==> src/rtl/boxcar_lpf.sv <==
module boxcar_lpf #(
  parameter int WIDTH = 16,
  parameter int DEPTH = 4
) (
  input  logic                    clk,
  input  logic                    rst_n,
  input  logic                    smp_en,
  input  logic signed [WIDTH-1:0] smp_in,
  output logic signed [WIDTH-1:0] avg_out,
  output logic                    avg_vld
);
  localparam int TAPS = 1 << DEPTH;
  localparam int SW   = WIDTH + DEPTH;

  logic signed [WIDTH-1:0] hist [TAPS];
  logic [DEPTH-1:0]        wr_ptr;
  logic signed [SW-1:0]    acc;
  logic signed [SW-1:0]    acc_nx;
  logic signed [WIDTH-1:0] leaving;

  assign leaving = hist[wr_ptr];
  assign acc_nx  = acc + SW'(smp_in) - SW'(leaving);

  always_ff @(posedge clk) begin
    if (!rst_n) begin
      for (int i = 0; i < TAPS; i++) hist[i] <= '0;
      wr_ptr  <= '0;
      acc     <= '0;
      avg_out <= '0;
      avg_vld <= 1'b0;
    end else begin
      avg_vld <= smp_en;
      if (smp_en) begin
        hist[wr_ptr] <= smp_in;
        wr_ptr       <= wr_ptr + 1'b1;
        acc          <= acc_nx;
        avg_out      <= acc_nx[SW-1:DEPTH];
      end
    end
  end
endmodule

==> config.mk <==
export PLATFORM = sky130hd
export DESIGN_NAME = boxcar_lpf
export DESIGN_NICKNAME = d
export VERILOG_FILES = /design/src/rtl/boxcar_lpf.sv
export SDC_FILE = /design/constraint.sdc
export NUM_CORES = 1
export LEC_CHECK = 0
export BUFFER_PORTS_ARGS = -buffer_cell sky130_fd_sc_hd__clkbuf_2
export CELL_PAD_IN_SITES_DETAIL_PLACEMENT = 0
export CELL_PAD_IN_SITES_GLOBAL_PLACEMENT = 2
export CORE_MARGIN = 1.5
export CORE_UTILIZATION = 41
export CTS_CLUSTER_DIAMETER = 60
export DETAILED_ROUTE_END_ITERATION = 6
export PLACE_DENSITY_LB_ADDON = 0.25
export SLEW_MARGIN = 20
export SYNTH_ARGS = -nofsm -noshare
export SYNTH_HDL_FRONTEND = slang
export SYNTH_SLANG_ARGS = --single-unit
==> constraint.sdc <==
create_clock -name clk -period 4.4 [get_ports clk]
set_input_delay 0.44 -clock clk [delete_from_list [all_inputs] [get_ports clk]]
set_output_delay 0.44 -clock clk [all_outputs]
set_load 0.05 [all_outputs]
# Word-level counts from Yosys, hierarchy flattened
# Memories as Yosys holds them, arrays and structs flattened. A register that Yosys moved wholly into a read port is not among the register bits.
# Index checks and enable logic that the tools add are counted.
[totals]
ff_bits = 41
mem_bits_ro = 0
wordCells = 18
mem_bits_rw = 256
latch_bits = 0
n_memories = 1
[mem_list]
columns = ["name", "depth", "word_bits", "read_ports", "rd_clocked_by_memory_dff", "wr", "line_no", "rtl"]
rows = [
  ["hist", 16, 16, 1, 1, 16, "15", "logic signed [WIDTH-1:0] hist [TAPS];"],
]
[classes]
n_mux = 9
div_mod_pow = 0
n_mul = 0
magnitude_cmp = 0
n_reduce_logical = 1
n_eq_ne = 0
shift = 0
bitwise = 0
n_addsub = 3
[ops]
columns = ["operator", "n"]
rows = [
  ["$add 20x16->20", 1],
  ["$sub 20x16->20", 1],
  ["$mux 16", 1],
  ["$reduce_or 16->1", 1],
  ["$mux 4", 3],
  ["$mux 1", 5],
  ["$add 4x1->4 const B", 1],
]

# Longest topological paths before layout
# Gate-level depths: netlist of the first run.
[logic_depth]
word_depth = 5
ltp_mapped = 14
depth_no_buf = 12

# Worst setup path before layout of the first run
# Ideal clock, no wire load.
[synth_timing]
kind = "flip-flop to flip-flop"
start = "register with a tool-made name"
end = "register avg_out[14]"
path_stages_with_launch = 14
t_arrival_ns = 4.352
required_ns = 4.313
setup_slack_ns = -0.039
setup_ns = 0.087
path_cell_list = "dfxtp_1 > clkbuf_1 > buf_2 > mux4_2 > mux4_2 > fa_1 > inv_1 > fa_1 > a211oi_1 > o21bai_1 > a221o_1 > a31oi_1 > mux2_2 > o31ai_1"
[synth_rtl]
columns = ["element", "line_no", "rtl"]
rows = [
  ["to (signal assigned)", "37", "avg_out <= acc_nx[SW-1:DEPTH];"],
  ["to (decl)", "9", "output logic signed [WIDTH-1:0] avg_out,"],
]

==> run metrics, run 1 <==
P_int 5930 µW; CP peak stage delay around 540 ps; DR iter-0 viols about 900; top post-synthesis cells by count 256 x edfxtp_1, 197 x nor3_1, 93 x clkbuf_1; cell repeated most along the worst path mux4_2; syn nets between 1,000 and 1,500; Tightest Pin Transition ~1000 ps; core area about 34,000 µm²; CP cell instances buf_12 -> mux4_2 -> mux4_2 -> fa_1 -> inv_1 -> ha_1 -> and2_4 -> a221o_1 -> o211ai_1 -> a41oi_2 -> mux2i_1 -> or3_1; hold endpoint hist[1][0]; yosys synthesis warning count 0; register clock-pin slew on the reported worst setup and hold paths about 60 ps; Worst path top cell family by delay multiplexers; Buf+Inv Stages, Crit Path 2; class of the worst hold path in -> reg; CTS Sinks ~290; switch share 0.329; Nets 1,167; total gr overflow 0; Seq pwr share 0.364; Slew Limit Headroom 0.316; Final Cycle Share 0.974; Highest Clock Rate approximately 230 MHz; clock root buffer clkbuf_16; Starting Density 0.415; Setup CP Type reg -> reg; synthesized flop and latch total ~290; final wirelength a little over 40,000 µm; gr usage total 0.233; asr flop ratio synth 0; EDFF count, synth between 200 and 300; post-route ant nets 0; Hold-fix buffers, CTS 0; H-tree depth 2; routed len/inst roughly 26 µm; setup TNS 0 ps; Final min period between 4000 and 5000 ps; DRC Markers 0; RD Place Congestion 0.816; Critical Path Sink Type flip-flop; vias between 9,000 and 10,000; Worst Min Path Start smp_in[0]; Seq/Total Area, Yosys 0.580; Post-DP HPWL between 20,000 and 30,000 µm; IO buf count 35; post-synthesis average cell area between 10 and 15 µm²; Post-Synthesis Cells between 1,000 and 1,500; ANT cells 0; I/O pins 36; Final setup viols 0; max-cap violations 0; full die area 35,900 µm²; Worst Path Arrival between 4000 and 5000 ps; prevailing post-synth register cell edfxtp_1; leading area contributor after synthesis edfxtp_1; Placed Area 15,200 µm²; count leader, synth edfxtp_1; Vias/cell approximately 6; clock insertion delay at the later pin of the skew report approximately 520 ps; cell area after layout about 16,000 µm²; area fraction of the dominant cell type after synthesis 0.539; first-pass GRT wire length between 60,000 and 70,000 µm; R2R cell count 12; share of layout cells above drive strength 1 0.254; worst path required time 4800 ps; PwrDens roughly 540 nW/µm²; worst vdd ir 0.000386 V; CTS max path bufs 3; largest net degree at the start of global routing 46; Hold Slack approximately 300 ps; clock skew ~14 ps; r2r setup slk between 100 and 150 ps; status finished, final reports clean; Leak 0.00567 µW; crit-path max FO 11; r2r endpoint avg_out[15]; CP Launch Type flip-flop; RSZ-0062 raised after global routing false; TritonRoute pass-1 iters 4; Final Hold Fails 0; Area Overhead vs Synth 15.2%; CTS tree built; Slowest cell on crit path mux4_2; Slew Limit Fails 0; synthesized area approximately 14,000 µm²; Die W about 190 µm; die height ~190 µm; Comb pwr share 0.317; Clk pwr share 0.319; NetSw 2910 µW; initial antenna violation count 0; top post-synthesis cells by area edfxtp_1 54%, mux4_2 13%, nor3_1 6.9%, dfxtp_1 4.1%, nor4_1 2.7%; TritonCTS Buffers 36; floorplan row count 68; vias in the first global route 9,490; synth unique cells between 50 and 60; hold path depth 2
-- worst max path at each step --
stage                    from     endpoint  slack [ps]  depth (start not counted)
CTS                 flip-flop  avg_out[15]          60                         12
global route        flip-flop  avg_out[15]           7                         12
global placement    flip-flop  avg_out[15]          90                         12
floorplan           flip-flop  avg_out[14]          30                         13
finish              flip-flop  avg_out[15]         120                         12
detailed placement  flip-flop  avg_out[15]          80                         12
-- power by group through the flow --
stage / Sequential, µW / Combinational (µW) / Clock (µW)
floorplan: 3240 / 1990 / 0
CTS: 3220 / 2770 / 2870
global route: 3240 / 3100 / 2970
global placement: 3270 / 2770 / 0
finish: 3220 / 2800 / 2820
detailed placement: 3280 / 2760 / 0
-- metrics by stage --
step	setup WS (ps)	cells	power [µW]	util
detailed placement	76.0	1517	6030	0.442
floorplan	32.4	1079	5230	-
finish	115	1584	8850	0.478
CTS	62.8	1580	8870	0.475
global route	6.86	1584	9320	0.478
global placement	90.5	1517	6040	0.442
-- layout by cell type, fill, tap and decap left out, drive strengths merged, types with 5 or more instances in the layout --
master	n
edfxtp	256
nor3	197
mux4	80
buf	80
clkbuf	80
inv	71
nor4	61
dfxtp	29
clkinv	27
nor2	26
ha	25
o21ai	23
fa	19
a21oi	17
nand2	16
nand3	13
xnor2	7
mux2i	7
o211ai	7
or3	6
nand4	6
and2	6
a211oi	6
a21o	5
o31ai	5
and3	5
nand2b	5
-- final cells by class --
| cell class | instances | area (µm²) |
|---|---|---|
| tap | 455 | 569 |
| clock buffer | 43 | 948 |
| clock inverter | 20 | 169 |
| sequential | 285 | 8280 |
| timing repair buffer | 117 | 921 |
| fill | 3064 | 17900 |
| inverter | 82 | 308 |
| multi-input combinational | 582 | 5240 |
-- state kept, by name, summed over array words and instances (netlist names), named ones only --
name,cells
acc,4
avg_vld,1
avg_out,16
wr_ptr,4
hist,256
-- metal layers --
layer / track usage / vias up / wire length (µm)
met4: 0.0601 / 0 / 786
met3: 0.0434 / 57 / 2390
li1: - / 4210 / -
met2: 0.382 / 288 / 20000
met5: 0 / - / 0
met1: 0.320 / 4769 / 17800
-- worst register-to-register path, stage by stage (launching register included) --
cell and delay [ps]:
dfxtp_4 460, buf_12 190, mux4_2 560, mux4_2 520, fa_1 500, inv_1 60
ha_1 310, and2_4 160, a221o_1 380, o211ai_1 300, a41oi_2 220, mux2i_1 150
or3_1 360
-- kinds of logic after synthesis --
logic type / count (synthesis) / share of synthesized area
adder cells (fa/ha/maj): 44 / 0.0486
AO/OA/AOI/OAI: 92 / 0.0435
flip-flops: 285 / 0.580
AND/OR/NAND/NOR: 346 / 0.127
buffers and inverters: 212 / 0.0609
XOR/XNOR: 10 / 0.00614
multiplexers: 90 / 0.134
-- what timing repair did --
item                       CTS  global route
setup buffers                0             2
resized for setup            0             8
setup endpoints to repair    0             5
No activity file was read; power rests on OpenSTA's default activity.
==> run 2, diff against run 1 <==
--- a/config.mk
+++ b/config.mk
@@ -5,11 +5,12 @@
 export SDC_FILE = /design/constraint.sdc
 export NUM_CORES = 1
 export LEC_CHECK = 0
+export ABC_AREA = 1
 export BUFFER_PORTS_ARGS = -buffer_cell sky130_fd_sc_hd__clkbuf_2
 export CELL_PAD_IN_SITES_DETAIL_PLACEMENT = 0
 export CELL_PAD_IN_SITES_GLOBAL_PLACEMENT = 2
 export CORE_MARGIN = 1.5
-export CORE_UTILIZATION = 41
+export CORE_UTILIZATION = 37
 export CTS_CLUSTER_DIAMETER = 60
 export DETAILED_ROUTE_END_ITERATION = 6
 export PLACE_DENSITY_LB_ADDON = 0.25
@@ -17,3 +18,4 @@
 export SYNTH_ARGS = -nofsm -noshare
 export SYNTH_HDL_FRONTEND = slang
 export SYNTH_SLANG_ARGS = --single-unit
+export TNS_END_PERCENT = 10
==> run metrics, run 2 <==
CTS max path bufs 3; leading area contributor after synthesis edfxtp_1; prevailing post-synth register cell edfxtp_1; die height between 200 and 250 µm; worst path required time slightly below 5000 ps; area fraction of the dominant cell type after synthesis 0.528; met2 usage 0.358; TritonRoute pass-1 iters 7; setup TNS 0 ps; P_int ~5600 µW; synth unique cells 31; TritonCTS Buffers 37; share of layout cells above drive strength 1 0.101; Simple-Gate Fraction of Synth Area 0.133; worst vdd ir roughly 0.00026 V; CTS Sinks roughly 290; max reg flops roughly 260; CP cell instances buf_4 -> a21oi_1 -> o21ai_0 -> o21ai_0 -> o211ai_1 -> nand2_1 -> fa_1 -> inv_1 -> ha_1 -> nand2_1 -> inv_1 -> a21oi_1 -> nand3_1 -> nand2_1 -> inv_1 -> o21ai_0 -> nand2_1 -> inv_1; status finished, final reports clean; Nets roughly 1,500; CP peak stage delay about 740 ps; post-layout util 0.420; biggest regs hist: 256 flops, avg_out: 16 flops; post-route ant nets 0; gr busiest metal met2; post-cts resize count 0; Post-Synthesis Cells 1,457; Comb pwr share 0.276; vias approximately 10,000; top post-synthesis cells by area edfxtp_1 53%, nor2_1 7.5%, inv_1 4.7%, mux2i_1 4.4%, dfxtp_1 4.0%; Final min period about 4000 ps; synthesized area around 15,000 µm²; Slowest cell on crit path dfxtp_4; Post-DP HPWL approximately 29,000 µm; first-pass GRT wire length 64,900 µm; max-cap violations 0; gr usage total 0.218; most frequent cells in the layout 290 x nor2_1, 256 x edfxtp_1, 184 x inv_1; Worst Min Path Start smp_en; Final Cycle Share 0.899; M1 GR Usage 0.286; commonest non-fill, non-tap cell in the layout nor2_1; Slew Limit Headroom 0.383; PwrDens between 500 and 600 nW/µm²; Final setup viols 0; R2R cell count 18; RSZ-0062 raised after global routing false; synthesized flop and latch total 285; Synth Area in Compound Gates 0.103; Vias/cell about 5; Worst Path Arrival roughly 4500 ps; r2r endpoint avg_out[5]; post-synthesis average cell area about 10 µm²; initial antenna violation count 0; switch share 0.340; H-tree depth 2; asr flop ratio synth 0; Die W 201 µm; r2r setup slk about 450 ps; register clock-pin slew on the reported worst setup and hold paths ~60 ps; top post-synthesis cells by count 290 x nor2_1, 256 x edfxtp_1, 184 x inv_1; I/O pins 36; CTS tree built; Seq/Total Area, Yosys 0.568; Seq pwr share 0.380; NetSw between 2000 and 3000 µW; vias in the first global route between 10,000 and 15,000; met3 Use GR 0.0384; Slew Limit Fails 0; hold endpoint avg_vld; most flop-heavy register hist; syn nets ~1,500; DR iter-0 viols ~670; total gr overflow 0; count leader, synth nor2_1; Highest Clock Rate 253 MHz; main combinational cell family by area after synthesis simple AND/OR/NAND/NOR gates; crit-path max FO 42; CP Launch Type flip-flop; Leak 0.00672 µW; Hold-fix buffers, CTS 0; Starting Density 0.376; Post-Synth XOR/XNOR Area 0.00602; class of the worst hold path in -> reg; hold path depth 3; Worst path top cell family by delay compound AO/OA/AOI/OAI gates; DRC Markers 0; clock root buffer clkbuf_16; largest net degree at the start of global routing 53; Area Overhead vs Synth 11.7%; Final Hold Fails 0; final wirelength around 43,000 µm; floorplan row count 72; full die area ~41,000 µm²; Tightest Pin Transition around 900 ps; clock insertion delay at the later pin of the skew report 550 ps; post-synthesis mux area share 0.0440; clock skew about 29 ps; Buf+Inv Stages, Crit Path 5; routed len/inst approximately 21 µm; ANT cells 0; EDFF count, synth about 260; adder-cell share of the synthesized area 0.0476; Clk pwr share 0.344; post-CTS setup buffers 0; Setup CP Type reg -> reg; Critical Path Sink Type flip-flop; IO buf count 35; yosys synthesis warning count 0; core area 38,700 µm²; RD Place Congestion ~0.79
## run 2: area by class of cell
type / instances / area (µm²)
fillers: 3880 / 22500
flip-flops and latches: 285 / 8270
multi-input cells: 870 / 4860
clock buffers: 52 / 1010
inverters: 201 / 754
well taps: 518 / 648
repair buffers: 80 / 576
clock inverters: 13 / 134
## run 2: per-layer routing
metal	wire [µm]	vias up
met4	1650	0
li1	-	4896
met3	1600	62
met5	0	-
met1	19300	4975
met2	20800	191
## run 2: logic make-up (layout without fill, tap and decap cells)
kind of cell               count (synthesis)  after routing
AOI/OAI and AO/OA                        267            267
muxes                                     64             64
and+or+nand+nor                          485            485
adders and majority gates                 44             44
buffers and inverters                    302            346
DFF                                      285            285
xor gates and xnor gates                  10             10
## run 2: tightest hold or removal path, delay by kind of cell
| kind | cells | cell delay [ps] |
|---|---|---|
| buffers and inverters | 2 | 170 |
| and+or+nand+nor | 1 | 110 |
## run 2: worst max path at each step
stage / start / endpoint / cells after the start
CTS: flip-flop / avg_out[5] / 18
floorplan: flip-flop / avg_out[4] / 17
finish: flip-flop / avg_out[5] / 18
global placement: flip-flop / avg_out[5] / 18
global route: flip-flop / avg_out[5] / 18
detailed placement: flip-flop / avg_out[5] / 18
## run 2: stage by stage
step	setup slack (ps)	area, µm²	hold WS (ps)	power (µW)	std cells
global placement	395	15100	468	5630	1954
global route	41.0	16300	237	8950	2019
detailed placement	407	15100	469	5620	1954
floorplan	1480	14600	439	5000	1457
finish	447	16300	228	8440	2019
CTS	399	16300	242	8530	2019
## run 2: power by group through the flow
| stage | combinational [µW] | clock, µW | sequential (µW) |
|---|---|---|---|
| floorplan | 1790 | 0 | 3210 |
| global placement | 2370 | 0 | 3260 |
| detailed placement | 2350 | 0 | 3260 |
| CTS | 2370 | 2950 | 3210 |
| global route | 2660 | 3060 | 3220 |
| finish | 2330 | 2900 | 3200 |
